==> config.mk <==
export PLATFORM = sky130hd
export DESIGN_NAME = tsrec_parser
export DESIGN_NICKNAME = d
export VERILOG_FILES = /design/src/rtl/tsrec_pkg.sv /design/src/rtl/tsrec_seq.sv /design/src/rtl/tsrec_words.sv /design/src/rtl/tsrec_evstore.sv /design/src/rtl/tsrec_parser.sv
export SDC_FILE = /design/constraint.sdc
export NUM_CORES = 2
export LEC_CHECK = 0
export BUFFER_PORTS_ARGS = -buffer_cell sky130_fd_sc_hd__buf_4
export CORE_MARGIN = 5
export CORE_UTILIZATION = 50
export DETAILED_ROUTE_END_ITERATION = 12
export PLACE_DENSITY = 0.78
export SLEW_MARGIN = 10
export SYNTH_ARGS = -nofsm -noshare
export SYNTH_HDL_FRONTEND = slang
export SYNTH_SLANG_ARGS = --single-unit
==> constraint.sdc <==
create_clock -name clk -period 24.1 [get_ports clk]
set_clock_uncertainty 0.2 [all_clocks]
set_input_delay 1.205 -clock clk [delete_from_list [all_inputs] [get_ports clk]]
set_output_delay 1.205 -clock clk [all_outputs]
set_load 0.05 [all_outputs]
==> src/rtl/tsrec_pkg.sv <==
package tsrec_pkg;

    typedef logic [15:0] word_t;

    localparam int RX_WORDS    = 6;
    localparam int TX_WORDS    = 4;
    localparam int EV_TS_WORDS = 4;
    localparam int MAX_WORDS   = RX_WORDS;
    localparam int LEN_W       = $clog2(MAX_WORDS + 1);

    localparam logic [3:0] TAG_EV = 4'h4;
    localparam logic [3:0] TAG_RX = 4'h2;
    localparam logic [3:0] TAG_TX = 4'h1;

    localparam logic [63:0] NS_PER_SEC = 64'd1000000000;

    typedef enum logic [1:0] {K_NONE, K_RX, K_TX, K_EV} kind_e;
    typedef enum logic [1:0] {S_SKIP, S_HDR, S_BODY, S_HALT} state_e;

    typedef struct packed {
        logic [2:0] evnum;
        logic       multi;
        logic [1:0] cnt;
    } evhdr_t;

    function automatic evhdr_t ev_fields(input logic [11:0] st);
        evhdr_t h;
        h.evnum = st[5:3];
        h.multi = st[2];
        h.cnt   = st[1:0];
        return h;
    endfunction

    function automatic kind_e tag_kind(input logic [3:0] tag);
        case (tag)
            TAG_RX:  return K_RX;
            TAG_TX:  return K_TX;
            TAG_EV:  return K_EV;
            default: return K_NONE;
        endcase
    endfunction

    // Body length after the header; zero marks an unknown type.
    function automatic logic [LEN_W-1:0] body_len(input logic [3:0] tag,
                                                  input logic [11:0] st);
        evhdr_t h;
        h = ev_fields(st);
        case (tag)
            TAG_RX:  return LEN_W'(RX_WORDS);
            TAG_TX:  return LEN_W'(TX_WORDS);
            TAG_EV:  return LEN_W'(h.cnt) + LEN_W'(1) + LEN_W'(h.multi);
            default: return '0;
        endcase
    endfunction

    function automatic logic [63:0] stamp_ns(input word_t ns_lo, input word_t ns_hi,
                                             input word_t sec_lo, input word_t sec_hi);
        logic [63:0] s;
        s = {32'd0, sec_hi, sec_lo};
        return s * NS_PER_SEC + {34'd0, ns_hi[13:0], ns_lo};
    endfunction

endpackage

==> src/rtl/tsrec_seq.sv <==
module tsrec_seq
    import tsrec_pkg::*;
(
    input  logic             clk,
    input  logic             rst,
    input  logic             in_valid,
    input  word_t            in_word,
    input  logic             in_last,
    output logic             wr_en,
    output logic [LEN_W-1:0] wr_idx,
    output logic             done,
    output kind_e            kind,
    output logic [11:0]      status
);

    state_e           state;
    logic [LEN_W-1:0] idx;
    logic [LEN_W-1:0] len;
    logic [LEN_W-1:0] hdr_len;
    logic             at_end;

    assign hdr_len = body_len(in_word[15:12], in_word[11:0]);
    assign at_end  = (idx == len - LEN_W'(1));
    assign wr_en   = in_valid && (state == S_BODY);
    assign wr_idx  = idx;

    always_ff @(posedge clk) begin
        if (rst) begin
            state  <= S_SKIP;
            idx    <= '0;
            len    <= '0;
            kind   <= K_NONE;
            status <= '0;
            done   <= 1'b0;
        end else begin
            done <= 1'b0;
            if (in_valid) begin
                case (state)
                    S_SKIP: state <= in_last ? S_SKIP : S_HDR;
                    S_HDR: begin
                        if (in_last) begin
                            state <= S_SKIP;
                        end else if (hdr_len == '0) begin
                            state <= S_HALT;
                        end else begin
                            kind   <= tag_kind(in_word[15:12]);
                            status <= in_word[11:0];
                            len    <= hdr_len;
                            idx    <= '0;
                            state  <= S_BODY;
                        end
                    end
                    S_BODY: begin
                        if (at_end) begin
                            done  <= 1'b1;
                            state <= in_last ? S_SKIP : S_HDR;
                        end else begin
                            idx <= idx + LEN_W'(1);
                            if (in_last) state <= S_SKIP;
                        end
                    end
                    default: if (in_last) state <= S_SKIP;
                endcase
            end
        end
    end

    // an unknown header keeps the frame halted until its end
    a_r9_halt_holds: assert property (@(posedge clk) disable iff (rst)
        (state == S_HALT && in_valid && !in_last) |=> (state == S_HALT));

    // the frame-end marker always returns to the skip state
    a_r1_frame_end_skip: assert property (@(posedge clk) disable iff (rst)
        (in_valid && in_last) |=> (state == S_SKIP));

    // the body index never runs past the decoded length
    a_r5_idx_in_range: assert property (@(posedge clk) disable iff (rst)
        (state == S_BODY) |-> (idx < len));

    // records take at least two words, so completions never touch
    a_r11_done_spacing: assert property (@(posedge clk) disable iff (rst)
        done |=> !done);

endmodule

==> src/rtl/tsrec_words.sv <==
module tsrec_words
    import tsrec_pkg::*;
#(
    parameter int DEPTH = MAX_WORDS,
    parameter int IW    = LEN_W
) (
    input  logic                   clk,
    input  logic                   rst,
    input  logic                   wr_en,
    input  logic [IW-1:0]          wr_idx,
    input  word_t                  wr_word,
    output logic [DEPTH-1:0][15:0] words_o
);

    for (genvar g = 0; g < DEPTH; g++) begin : g_slot
        always_ff @(posedge clk) begin
            if (rst) begin
                words_o[g] <= '0;
            end else if (wr_en && wr_idx == IW'(g)) begin
                words_o[g] <= wr_word;
            end
        end
    end

endmodule

==> src/rtl/tsrec_evstore.sv <==
module tsrec_evstore
    import tsrec_pkg::*;
(
    input  logic                         clk,
    input  logic                         rst,
    input  logic                         upd,
    input  logic [1:0]                   cnt,
    input  logic [EV_TS_WORDS-1:0][15:0] fresh,
    output logic [EV_TS_WORDS-1:0][15:0] merged
);

    logic [EV_TS_WORDS-1:0][15:0] st;

    for (genvar j = 0; j < EV_TS_WORDS; j++) begin : g_merge
        assign merged[j] = (j <= int'(cnt)) ? fresh[j] : st[j];
    end

    always_ff @(posedge clk) begin
        if (rst) st <= '0;
        else if (upd) st <= merged;
    end

    // a short event record leaves the top stored word unchanged
    a_r6_upper_kept: assert property (@(posedge clk) disable iff (rst)
        (upd && cnt != 2'd3) |=> $stable(st[EV_TS_WORDS-1]));

    // the lowest word always comes from the new record
    a_r6_low_taken: assert property (@(posedge clk) disable iff (rst)
        upd |=> (st[0] == $past(fresh[0])));

endmodule

==> src/rtl/tsrec_parser.sv <==
module tsrec_parser
    import tsrec_pkg::*;
#(
    parameter int N_CHAN      = 6,
    parameter int EV_DELAY_NS = 35
) (
    input  logic              clk,
    input  logic              rst,
    input  logic              in_valid,
    input  logic [15:0]       in_word,
    input  logic              in_last,
    output logic              rx_valid,
    output logic [63:0]       rx_ts,
    output logic [1:0]        rx_ovf,
    output logic [15:0]       rx_seq,
    output logic [3:0]        rx_msg,
    output logic [11:0]       rx_hash,
    output logic              tx_valid,
    output logic [63:0]       tx_ts,
    output logic              ev_valid,
    output logic [63:0]       ev_ts,
    output logic [N_CHAN-1:0] ev_chan
);

    logic                         wr_en;
    logic [LEN_W-1:0]             wr_idx;
    logic                         done;
    kind_e                        kind;
    logic [11:0]                  status;
    logic [MAX_WORDS-1:0][15:0]   bufw;
    logic [EV_TS_WORDS-1:0][15:0] fresh;
    logic [EV_TS_WORDS-1:0][15:0] merged;
    evhdr_t                       eh;
    word_t                        mask;
    logic [N_CHAN-1:0]            chan;
    logic                         ev_upd;

    tsrec_seq u_seq (
        .clk     (clk),
        .rst     (rst),
        .in_valid(in_valid),
        .in_word (in_word),
        .in_last (in_last),
        .wr_en   (wr_en),
        .wr_idx  (wr_idx),
        .done    (done),
        .kind    (kind),
        .status  (status)
    );

    tsrec_words #(.DEPTH(MAX_WORDS), .IW(LEN_W)) u_words (
        .clk    (clk),
        .rst    (rst),
        .wr_en  (wr_en),
        .wr_idx (wr_idx),
        .wr_word(in_word),
        .words_o(bufw)
    );

    assign eh     = ev_fields(status);
    assign ev_upd = done && (kind == K_EV);

    for (genvar j = 0; j < EV_TS_WORDS; j++) begin : g_fresh
        assign fresh[j] = eh.multi ? bufw[j+1] : bufw[j];
    end

    tsrec_evstore u_evstore (
        .clk   (clk),
        .rst   (rst),
        .upd   (ev_upd),
        .cnt   (eh.cnt),
        .fresh (fresh),
        .merged(merged)
    );

    assign mask = (eh.multi && bufw[0] != '0) ? bufw[0]
                                              : (16'h0001 << {eh.evnum, 1'b0});

    for (genvar i = 0; i < N_CHAN; i++) begin : g_chan
        assign chan[i] = mask[2*(i+1)];
    end

    always_ff @(posedge clk) begin
        if (rst) begin
            rx_valid <= 1'b0;
            tx_valid <= 1'b0;
            ev_valid <= 1'b0;
            rx_ts    <= '0;
            rx_ovf   <= '0;
            rx_seq   <= '0;
            rx_msg   <= '0;
            rx_hash  <= '0;
            tx_ts    <= '0;
            ev_ts    <= '0;
            ev_chan  <= '0;
        end else begin
            rx_valid <= done && (kind == K_RX);
            tx_valid <= done && (kind == K_TX);
            ev_valid <= ev_upd;
            if (done && kind == K_RX) begin
                rx_ts   <= stamp_ns(bufw[0], bufw[1], bufw[2], bufw[3]);
                rx_ovf  <= bufw[1][15:14];
                rx_seq  <= bufw[4];
                rx_msg  <= bufw[5][15:12];
                rx_hash <= bufw[5][11:0];
            end
            if (done && kind == K_TX) begin
                tx_ts <= stamp_ns(bufw[0], bufw[1], bufw[2], bufw[3]);
            end
            if (ev_upd) begin
                ev_ts   <= stamp_ns(merged[0], merged[1], merged[2], merged[3])
                           - 64'(EV_DELAY_NS);
                ev_chan <= chan;
            end
        end
    end

    // at most one output group is valid in a cycle
    a_r11_one_valid: assert property (@(posedge clk) disable iff (rst)
        $onehot0({rx_valid, tx_valid, ev_valid}));

    // every valid pulse lasts exactly one cycle
    a_r11_single_pulse: assert property (@(posedge clk) disable iff (rst)
        (rx_valid || tx_valid || ev_valid) |=> !(rx_valid || tx_valid || ev_valid));

endmodule

==> results_dict.tcl <==
set metrics [dict create \
    critical_path_class "reg2reg" \
    dp_cells 6919 \
    r2r_cells 41 \
    async_flop_share_pct 0 \
    hpwl_mm 117 \
    crit_end "ev_ts[56]" \
    pwr-share-comb_pct 14.1 \
    setup_tns_ns 0 \
    r2r_end "ev_ts[56]" \
    postCtsSetupRepairBufs 0 \
    fmax_mhz 82.3 \
    wl_per_cell_um 20.2 \
    post-route-cell-area_mm2 0.0524 \
    crit_required_ns 24.35 \
    fill_cells 8330 \
    slowest_stage "dfxtp_1" \
    route.vias.total 38700 \
    yosysSeqAreaShare_pct 16.5 \
    crit_path_end_kind "flip-flop" \
    ir_drop_mv 0.0447 \
    drive_gt1_share_pct 8.27 \
    status "finished clean" \
    grt_pass1_vias 39200 \
    post_drt_via_cell_ratio 5.54 \
    drtAntennaViolNets 0 \
    worstReg2RegStart "u_seq.status[1]" \
    worstPathArrival_ns 12.39 \
    syn_avg_cell_area_um2 8.62 \
    power_uw 1570 \
    r2r_slack_ns 11.96 \
    sw_frac_of_total_pct 27.6 \
    die_w_um 319 \
    synth.ff_latch_count 392 \
    clockPowerShare_pct 44.4 \
    route.detailed.drc 0 \
    grt-ovfl-total 0 \
    synthToLayoutAreaGrowth_pct 9.87 \
    crit_path_frequent_cell "inv_1" \
    hold_path_class "reg2reg" \
    numCtsBuffers 43 \
    timing.max_cap.violations 0 \
    start_kind "flip-flop" \
    fin_crit_sh_pct 50.4 \
    cts_hold_buf 0 \
    p_leak_uw 0.0256 \
    drt-total-wl_mm 142 \
    cts_buffer_depth 3 \
    io_buffers 252 \
    clock_latency_ns 0.60 \
    synth.distinct_cells 115 \
    start_util_pct 50.3 \
    place_congestion 0.959 \
    dp_slack_ns 12.19 \
    report.final.setup_viol 0 \
    drt-initial-drc-count 3322 \
    final_cells 6994 \
    cts_sinks 392 \
    cpPeakStageDelay_ns 1.12 \
    core_mm2 0.0949 \
    diodes 0 \
    power_switching_uw 432 \
    relSlewSlack_pct 12.1 \
    ios 255 \
    power.share.sequential_pct 41.4 \
    syn_area_mm2 0.0477 \
    hold_violations 0 \
    p_int_uw 1140 \
    place_area_mm2 0.0509 \
    ys.flop_type "dfxtp_1" \
    synthCells 5529 \
    drtPass1Iterations 6 \
    setup_ws_ns 11.96 \
    ys_warn_count 0 \
    worst_pin_slew_ns 1.32 \
    dieArea_mm2 0.102 \
    period_minus_slack_ns 12.14 \
    htreeDepth 2 \
    final_nets 6968 \
    cts_resized 0 \
    synth_edf_count 0 \
    grt_start_max_net_pins 104 \
    grt_pass1_wl_mm 222 \
    rows 113 \
    crit_fanout 35 \
    die_h_um 319 \
    clkSlewWorstSetupHoldPaths_ns 0.06 \
    gr-usage-all-layers_pct 27.3 \
    grt_antenna_before_repair 3 \
    cts_tree "done" \
    cts_root_buf "clkbuf_16" \
    hold_start "ev_ts[41]" \
    powerDensity_mw_per_mm2 29.9 \
    rsz0062_at_grt "false" \
    drv_slew 0 \
    crit_start "u_seq.status[1]" \
]
==> kinds of logic (layout without fill, tap and decap cells) <==
family,Yosys count,count (layout),synth area share (%)
compound gates,1001,1001,13.1
xor+xnor,216,216,4.17
fa+ha+maj,1250,1250,42.6
buf+inv,1323,1522,10.5
flops,392,392,16.5
mux,68,68,1.44
other cells,1,2,0.00786
simple gates,1278,1278,11.8
==> worst max-delay path: cells and delay by family, from the launching register on <==
family / cells / cell delay [ns]
DFF: 1 / 1.12
adders and majority gates: 9 / 4.07
AOI/OAI and AO/OA: 13 / 3.36
buffers and inverters: 8 / 0.65
xor gates and xnor gates: 2 / 0.34
and+or+nand+nor: 9 / 2.22
==> layout make-up <==
class	instances	area (um^2)	area share [%]
multi-input combinational	3815	34900	66.5
inverter	1131	4250	8.10
timing repair buffer	316	2380	4.54
sequential	392	7850	15.0
clock buffer	51	1170	2.23
tap	1265	1580	3.02
clock inverter	24	307	0.585
==> cells in the mapped netlist (all sizes together) (5+ instances only) <==
master / instances / area share (%)
inv: 1131 / 8.9
nand2: 680 / 5.4
ha: 629 / 17
fa: 620 / 26
a21oi: 510 / 5.4
dfxtp: 392 / 16
nor2: 307 / 2.4
clkbuf: 155 / 1.2
xnor2: 144 / 2.7
o21ai: 123 / 1.3
a211oi: 89 / 1.5
a21o: 87 / 1.4
xor2: 69 / 1.3
mux2i: 65 / 1.4
nand3: 54 / 0.57
nand4: 38 / 0.54
buf: 37 / 0.39
nor3: 35 / 0.41
o21bai: 34 / 0.54
and3: 27 / 0.36
nand2b: 23 / 0.30
nor4: 21 / 0.31
o21a: 20 / 0.31
a31oi: 18 / 0.25
and2: 16 / 0.21
o211ai: 16 / 0.25
or3: 11 / 0.14
nor2b: 10 / 0.13
o31ai: 9 / 0.18
or2: 9 / 0.12
or4: 9 / 0.14
a2111oi: 8 / 0.21
a21boi: 7 / 0.11
a221o: 7 / 0.15
a31o: 7 / 0.15
nor3b: 7 / 0.12
o22ai: 7 / 0.092
a221oi: 6 / 0.12
and4: 6 / 0.11
nor4b: 6 / 0.14
o31a: 6 / 0.11
a311oi: 5 / 0.15
nand3b: 5 / 0.079
==> registers in the layout, summed over array words and instances (netlist names), 2 cells and up <==
signal	flops
u_seq.len	3
u_seq.state	2
u_seq.wr_idx	3
u_evstore.st	46
ev_ts	64
ev_chan	6
u_seq.kind	2
tx_ts	63
rx_seq	16
rx_ts	63
rx_hash	12
u_seq.status	6
rx_msg	4
u_words.words_o	96
rx_ovf	2
==> routing by layer <==
metal	global-route usage (%)	vias to the layer above	share of wire [%]
met5	0	-	0.0049
met4	8.05	2	3.4
li1	-	18100	-
met1	36.8	19000	42
met3	4.64	277	7.7
met2	45.6	1343	47
==> power groups by stage <==
stage	Sequential, uW	Combinational (uW)	Clock, uW
4_1_cts	650	219	704
2_1_floorplan	663	159	0
3_3_place_gp	664	218	0
5_1_grt	649	242	729
3_5_place_dp	664	217	0
6_report	650	222	696
==> placed cells by master, fill, tap and decap left out, drive strengths merged, types with 51 or more instances in the layout <==
cell	count
inv	1135
fa	620
a21oi	510
a211oi	89
clkbuf	51
buf	316
nand2	680
o21ai	123
mux2i	65
a21o	87
nand3	54
ha	629
xor2	69
xnor2	144
nor2	307
dfxtp	392
==> how the worst min path moves through the flow <==
| stage | endpoint | slack (ns) | depth (start not counted) |
|---|---|---|---|
| global placement | rx_hash[8] | 0.24 | 2 |
| floorplan | rx_hash[0] | 0.23 | 2 |
| global route | u_evstore.st[50] | 0.27 | 2 |
| finish | ev_ts[41] | 0.25 | 2 |
| detailed placement | rx_hash[2] | 0.24 | 2 |
| CTS | rx_hash[4] | 0.25 | 2 |
==> metrics by stage <==
| stage | hold slack (ns) | util (%) |
|---|---|---|
| 2_1_floorplan | 0.232 | - |
| 3_5_place_dp | 0.244 | 53.7 |
| 5_1_grt | 0.269 | 55.2 |
| 3_3_place_gp | 0.240 | 53.7 |
| 4_1_cts | 0.251 | 55.2 |
| 6_report | 0.250 | 55.2 |
(Power assumes the default switching activity.)
